File: config.mk
export PLATFORM = sky130hd
export DESIGN_NAME = mu_profile_gen
export DESIGN_NICKNAME = d
export VERILOG_FILES = /design/src/rtl/mu_prof_pkg.sv /design/src/rtl/mu_cfg_latch.sv /design/src/rtl/mu_tap_seq.sv /design/src/rtl/mu_region_calc.sv /design/src/rtl/mu_profile_gen.sv
export SDC_FILE = /design/constraint.sdc
export NUM_CORES = 1
export LEC_CHECK = 0
export BUFFER_PORTS_ARGS = -buffer_cell sky130_fd_sc_hd__buf_2
export CORE_MARGIN = 2
export CORE_UTILIZATION = 40
export DETAILED_ROUTE_END_ITERATION = 7
export PLACE_DENSITY = 0.66
export SYNTH_ARGS = -nofsm -noshare
export SYNTH_HDL_FRONTEND = slang
export SYNTH_HIERARCHICAL = 1
export SYNTH_SLANG_ARGS = --single-unit
export TNS_END_PERCENT = 50
File: constraint.sdc
create_clock -name clk -period 11.33 [get_ports clk]
set_input_delay 0 -clock clk [delete_from_list [all_inputs] [get_ports clk]]
set_output_delay 0 -clock clk [all_outputs]
set_load 0.005 [all_outputs]
File: src/rtl/mu_prof_pkg.sv
package mu_prof_pkg;

   // Field widths of the configuration inputs
   localparam int FD_W  = 8;
   localparam int SSC_W = 3;
   localparam int NS_W  = 8;
   localparam int EXP_W = 5;

   // Configuration snapshot held for one sweep
   typedef struct packed {
      logic             len_long;
      logic [FD_W-1:0]  fd_eff;
      logic [SSC_W-1:0] ssc;
      logic [NS_W-1:0]  ns;
      logic [EXP_W-1:0] nom;
   } sweep_cfg_t;

endpackage

File: src/rtl/mu_cfg_latch.sv
module mu_cfg_latch
   import mu_prof_pkg::*;
#(
   parameter int FD_MAX_NORM = 64,
   parameter int FD_MAX_EXT  = 128
) (
   input  logic             clk,
   input  logic             rst_n,
   input  logic             accept,
   input  logic             len_long,
   input  logic             ext_delay,
   input  logic [FD_W-1:0]  flat_cfg,
   input  logic [SSC_W-1:0] step_cfg,
   input  logic [NS_W-1:0]  nsteps_cfg,
   input  logic [EXP_W-1:0] nom_exp,
   output sweep_cfg_t       cfg_q
);

   localparam logic [FD_W-1:0] LIM_N = FD_W'(FD_MAX_NORM);
   localparam logic [FD_W-1:0] LIM_E = FD_W'(FD_MAX_EXT);

   logic [FD_W-1:0] fd_lim;
   logic [FD_W-1:0] fd_clamped;

   always_comb begin
      fd_lim     = ext_delay ? LIM_E : LIM_N;
      fd_clamped = (flat_cfg > fd_lim) ? fd_lim : flat_cfg;
   end

   always_ff @(posedge clk or negedge rst_n) begin
      if (!rst_n) begin
         cfg_q <= '0;
      end else if (accept) begin
         cfg_q.len_long <= len_long;
         cfg_q.fd_eff   <= fd_clamped;
         cfg_q.ssc      <= step_cfg;
         cfg_q.ns       <= nsteps_cfg;
         cfg_q.nom      <= nom_exp;
      end
   end

endmodule

File: src/rtl/mu_tap_seq.sv
module mu_tap_seq #(
   parameter int SHORT_LEN = 512,
   parameter int LONG_LEN  = 1024,
   parameter int TAP_W     = $clog2(LONG_LEN)
) (
   input  logic             clk,
   input  logic             rst_n,
   input  logic             start,
   input  logic             len_long_q,
   output logic             accept,
   output logic             busy,
   output logic [TAP_W-1:0] tap,
   output logic             done
);

   localparam logic [TAP_W-1:0] LAST_S = TAP_W'(SHORT_LEN - 1);
   localparam logic [TAP_W-1:0] LAST_L = TAP_W'(LONG_LEN - 1);

   logic [TAP_W-1:0] last_tap;
   logic             at_last;

   always_comb begin
      accept   = start && !busy;
      last_tap = len_long_q ? LAST_L : LAST_S;
      at_last  = (tap == last_tap);
   end

   always_ff @(posedge clk or negedge rst_n) begin
      if (!rst_n) begin
         busy <= 1'b0;
         tap  <= '0;
         done <= 1'b0;
      end else begin
         done <= 1'b0;
         if (accept) begin
            busy <= 1'b1;
            tap  <= '0;
         end else if (busy) begin
            if (at_last) begin
               busy <= 1'b0;
               done <= 1'b1;
            end else begin
               tap <= tap + 1'b1;
            end
         end
      end
   end

endmodule

File: src/rtl/mu_region_calc.sv
module mu_region_calc
   import mu_prof_pkg::*;
#(
   parameter int SHORT_LEN = 512,
   parameter int LONG_LEN  = 1024,
   parameter int FLAT_EXP  = 16,
   parameter int TAP_W     = $clog2(LONG_LEN)
) (
   input  sweep_cfg_t       cfg,
   input  logic [TAP_W-1:0] tap,
   output logic [EXP_W-1:0] mu
);

   localparam int SH_MAX = (2**SSC_W - 1) + 2;
   localparam int SPAN_W = NS_W + SH_MAX;
   localparam int CW0    = (SPAN_W > TAP_W + 1) ? SPAN_W : TAP_W + 1;
   localparam int CMP_W  = ((CW0 > FD_W + 3) ? CW0 : FD_W + 3) + 1;
   localparam int MAX_EXP = 2**EXP_W - 1;

   localparam logic [CMP_W-1:0] LEN_S = CMP_W'(SHORT_LEN);
   localparam logic [CMP_W-1:0] LEN_L = CMP_W'(LONG_LEN);

   logic [CMP_W-1:0] len_c;
   logic [CMP_W-1:0] span;
   logic [CMP_W-1:0] decay_start;
   logic [CMP_W-1:0] flat_end;
   logic [CMP_W-1:0] tap_c;
   logic [CMP_W-1:0] steps;
   logic [CMP_W-1:0] sum;
   logic [4:0]       shamt;

   always_comb begin
      shamt       = 5'(cfg.ssc) + 5'd2;
      len_c       = cfg.len_long ? LEN_L : LEN_S;
      span        = CMP_W'(cfg.ns) << shamt;
      decay_start = (span >= len_c) ? '0 : (len_c - span);
      flat_end    = CMP_W'(cfg.fd_eff) << 3;
      tap_c       = CMP_W'(tap);
      steps       = (tap_c - decay_start) >> shamt;
      sum         = CMP_W'(cfg.nom) + CMP_W'(1) + steps;
      if (tap_c < flat_end)
         mu = EXP_W'(FLAT_EXP);
      else if (tap_c < decay_start)
         mu = cfg.nom;
      else if (sum > CMP_W'(MAX_EXP))
         mu = EXP_W'(MAX_EXP);
      else
         mu = sum[EXP_W-1:0];
   end

endmodule

File: src/rtl/mu_profile_gen.sv
module mu_profile_gen
   import mu_prof_pkg::*;
#(
   parameter int SHORT_LEN   = 512,
   parameter int LONG_LEN    = 1024,
   parameter int FLAT_EXP    = 16,
   parameter int FD_MAX_NORM = 64,
   parameter int FD_MAX_EXT  = 128,
   parameter bit OUT_REG     = 1'b0,
   parameter int TAP_W       = $clog2(LONG_LEN)
) (
   input  logic             clk,
   input  logic             rst_n,
   input  logic             start,
   input  logic             len_long,
   input  logic             ext_delay,
   input  logic [7:0]       flat_cfg,
   input  logic [2:0]       step_cfg,
   input  logic [7:0]       nsteps_cfg,
   input  logic [4:0]       nom_exp,
   output logic             tap_valid,
   output logic [TAP_W-1:0] tap_idx,
   output logic [4:0]       mu_exp,
   output logic             done
);

   // Elaboration-time parameter checks
   if (FLAT_EXP > 2**EXP_W - 1) begin : g_bad_flat
      $error("FLAT_EXP does not fit the exponent width");
   end
   if (SHORT_LEN >= LONG_LEN || LONG_LEN > 2**TAP_W) begin : g_bad_len
      $error("length parameters inconsistent with TAP_W");
   end
   if (FD_MAX_EXT > 2**FD_W - 1 || FD_MAX_NORM > FD_MAX_EXT) begin : g_bad_fd
      $error("flat delay limits out of range");
   end

   sweep_cfg_t       cfg_q;
   logic             accept;
   logic             busy;
   logic [TAP_W-1:0] tap;
   logic             seq_done;
   logic [EXP_W-1:0] mu_c;

   mu_cfg_latch #(
      .FD_MAX_NORM (FD_MAX_NORM),
      .FD_MAX_EXT  (FD_MAX_EXT)
   ) u_cfg (
      .clk        (clk),
      .rst_n      (rst_n),
      .accept     (accept),
      .len_long   (len_long),
      .ext_delay  (ext_delay),
      .flat_cfg   (flat_cfg),
      .step_cfg   (step_cfg),
      .nsteps_cfg (nsteps_cfg),
      .nom_exp    (nom_exp),
      .cfg_q      (cfg_q)
   );

   mu_tap_seq #(
      .SHORT_LEN (SHORT_LEN),
      .LONG_LEN  (LONG_LEN),
      .TAP_W     (TAP_W)
   ) u_seq (
      .clk        (clk),
      .rst_n      (rst_n),
      .start      (start),
      .len_long_q (cfg_q.len_long),
      .accept     (accept),
      .busy       (busy),
      .tap        (tap),
      .done       (seq_done)
   );

   mu_region_calc #(
      .SHORT_LEN (SHORT_LEN),
      .LONG_LEN  (LONG_LEN),
      .FLAT_EXP  (FLAT_EXP),
      .TAP_W     (TAP_W)
   ) u_calc (
      .cfg (cfg_q),
      .tap (tap),
      .mu  (mu_c)
   );

   if (OUT_REG) begin : g_out_reg
      always_ff @(posedge clk or negedge rst_n) begin
         if (!rst_n) begin
            tap_valid <= 1'b0;
            tap_idx   <= '0;
            mu_exp    <= '0;
            done      <= 1'b0;
         end else begin
            tap_valid <= busy;
            tap_idx   <= tap;
            mu_exp    <= mu_c;
            done      <= seq_done;
         end
      end
   end else begin : g_out_comb
      always_comb begin
         tap_valid = busy;
         tap_idx   = tap;
         mu_exp    = mu_c;
         done      = seq_done;
      end
   end

endmodule

==> impl_metrics.ini <==
[placement]
place_congestion = 0.9399
port-buffer-count = 45
hpwlAfterDp_mm = 7.481
placed_area_sq_mm = 0.004294

[floorplanning]
initial_core_util = 0.4105
fp.coreArea_sq_mm = 0.009774
die_h_um = 104.2
dieArea_sq_mm = 0.01085
io_pins = 46
fp-row-count = 36
chipWidth_um = 104.2

[grt]
overflow = 0
grt_max_degree = 45
antenna_found_initial = 0
first_global_vias = 3519
grt_pass1_wl_mm = 16.91
grt_usage = 0.1883

[sta]
finClkSkew_ns = 0.002148
rsz0062_at_grt = false
maxSlewHeadroom = 0.4335
timing.fmax_mhz = 119.3
setup_viol = 0
setup_tns_ns = 0
fin_crit_ns = 8.382
fin_crit_sh = 0.7398
tightest_slew_ns = 0.8498
hold_viol = 0
finalMaxSlewViolations = 0

[synth]
synth_cell_type_count = 81
ys_seq_area_frac = 0.2307
synth-edff-count = 0
ys_seq_elements = 37
syn-num-nets = 523
synthFlopType = dfrtp_1
yosys_warnings = 6
async_reset_ff_frac = 1.000
syn_area_sq_mm = 0.004013
syn_inst = 465
syn_avg_cell_area_sq_um = 8.629

[drt]
drt-initial-drc-count = 272
drc = 0
post_drt_wl_per_cell_um = 15.41
drt-total-wl_mm = 10.14
viasPerCell = 5.678
ant_nets = 0
num_vias = 3736
drtPass1Iterations = 5

[finish]
diodes = 0
layout_common_cells = buf_2, nand2_1, dfrtp_1
final_common_cell = buf_2
drive_above_1_share = 0.2000
nets = 582
post-route-cell-area_sq_mm = 0.004671
fillers = 926
area_growth_pct = 16.40

[worst_hold_path]
hold_path.class = in -> reg

[clock_network]
cts_resized = 0
clock_latency_ns = 0.30
cts_root_buffer = clkbuf_8
cts_tree = built
hold_buffers = 26
cts_max_level = 2
clkTransAtPathRegs_ns = 0.08
clockBufferDepth = 2
clkSinkCount = 37
cts-buffers-inserted = 5
post_cts_buffers = 0

[outcome]
status = finished, final reports clean

[critical_path]
r2r_start = u_seq/busy$_DFF_PN0_
r2r_slack_ns = 9.10
worst_path_max_delay_cell = or4_1
crit_fanout = 42
cpPeakStageDelay_ns = 0.49
required_ns = 11.33
rr_endpoint = u_cfg/cfg_q[22]$_DFFE_PN0P_
crit_arrival_ns = 8.38
critPathCaptureType = primary output
crit_path_start_kind = register
crit_start = u_cfg/cfg_q[14]$_DFFE_PN0P_
worstSetupPathType = reg -> out
r2r_cells = 7
crit_path_end = mu_exp[4]

[flow_run]
drv_cap = 0

[power]
static-leakage-power_nw = 2.025
vdd_drop_max_mv = 0.1477
power.density_mw_per_mm2 = 255.0
sequential cells by signal (all words and copies together), names as in the netlist:
name,cells
u_seq/tap,10
u_seq/busy,1
u_cfg/cfg_q,25
u_seq/done,1
worst max-delay path: cells and delay by family, from the launching register on:
kind            cells  cell delay (ns)
compound gates     14             2.72
simple gates       11             2.20
fa+ha+maj           4             1.49
mux                 2             0.78
buf+inv             2             0.39
flops               1             0.37
xor+xnor            1             0.11
where the power goes:
group / internal, mW / switching, mW / leakage, nW
Combinational: 0.387 / 0.480 / 1.51
Sequential: 0.156 / 0.0464 / 0.456
Clock: 0.0718 / 0.0505 / 0.0585
cell families (layout without fill, tap and decap cells):
group,after synthesis,after routing,share of synthesized area
muxes,37,37,0.1113
buffers and inverters,57,117,0.06580
AOI/OAI and AO/OA,122,122,0.2345
adders and majority gates,29,29,0.09230
DFF,37,37,0.2307
and+or+nand+nor,163,163,0.2198
xor gates and xnor gates,20,20,0.04553
how the worst min path moves through the flow:
| stage | from | end | slack, ns | depth (start not counted) |
|---|---|---|---|---|
| after floorplan | rst_n | u_cfg/cfg_q[0]$_DFFE_PN0P_ | -0.30 | 0 |
| after global placement | rst_n | u_seq/tap[7]$_DFFE_PN0P_ | 0.15 | 1 |
| after detailed placement | rst_n | u_seq/done$_DFF_PN0_ | 0.16 | 1 |
| after CTS | ext_delay | u_cfg/cfg_q[23]$_DFFE_PN0P_ | 0.09 | 3 |
| after global routing | ext_delay | u_cfg/cfg_q[23]$_DFFE_PN0P_ | 0.11 | 3 |
| final | ext_delay | u_cfg/cfg_q[23]$_DFFE_PN0P_ | 0.10 | 3 |
Yosys cell counts, drive strengths merged (3+ instances only):
cell,n,area share
xor2,9,0.022
a41oi,3,0.0084
buf,12,0.024
o211ai,5,0.011
o21ai,26,0.032
nor4,3,0.0078
o32ai,6,0.013
nand3b,3,0.0056
a21oi,24,0.033
ha,28,0.087
nor2b,8,0.012
nand3,19,0.025
inv,35,0.033
a21o,9,0.017
nor4b,3,0.010
nor3b,6,0.011
or3,3,0.0047
nand2b,10,0.016
nor3,9,0.011
mux2i,13,0.036
mux2,23,0.070
clkbuf,10,0.0094
xnor2,11,0.024
o31ai,5,0.014
and3,6,0.0094
nor2,34,0.032
or2,4,0.0062
o21bai,5,0.0094
a211oi,9,0.017
nand2,42,0.039
dfrtp,37,0.23
nand4,4,0.010
layer usage:
metal | GRT usage | share of wire
met1 | 0.2345 | 0.44
met2 | 0.3280 | 0.49
met3 | 0.03133 | 0.042
met4 | 0.06660 | 0.022
met5 | 0 | 0
final cells by class:
class,instances,area [sq um],share of cell area
clock buffers,7,86.33,0.01848
clock inverters,1,30.03,0.006429
inverters,35,131.4,0.02813
multi-input cells,371,2823,0.6043
flip-flops and latches,37,925.9,0.1982
well taps,133,166.4,0.03563
repair buffers,74,508.0,0.1088
stage by stage:
step | instances | hold WS [ns] | total power, mW | setup slack, ns | util
after CTS | 658 | 0.09437 | 1.187 | 3.025 | 0.4779
after global placement | 624 | 0.1498 | 1.036 | 3.580 | 0.4393
after global routing | 658 | 0.1093 | 1.293 | 2.229 | 0.4779
after floorplan | 465 | -0.2956 | 0.8735 | 3.951 | -
final | 658 | 0.1002 | 1.191 | 2.948 | 0.4779
after detailed placement | 624 | 0.1616 | 1.051 | 3.401 | 0.4393
No activity file was read; power rests on OpenSTA's default activity.
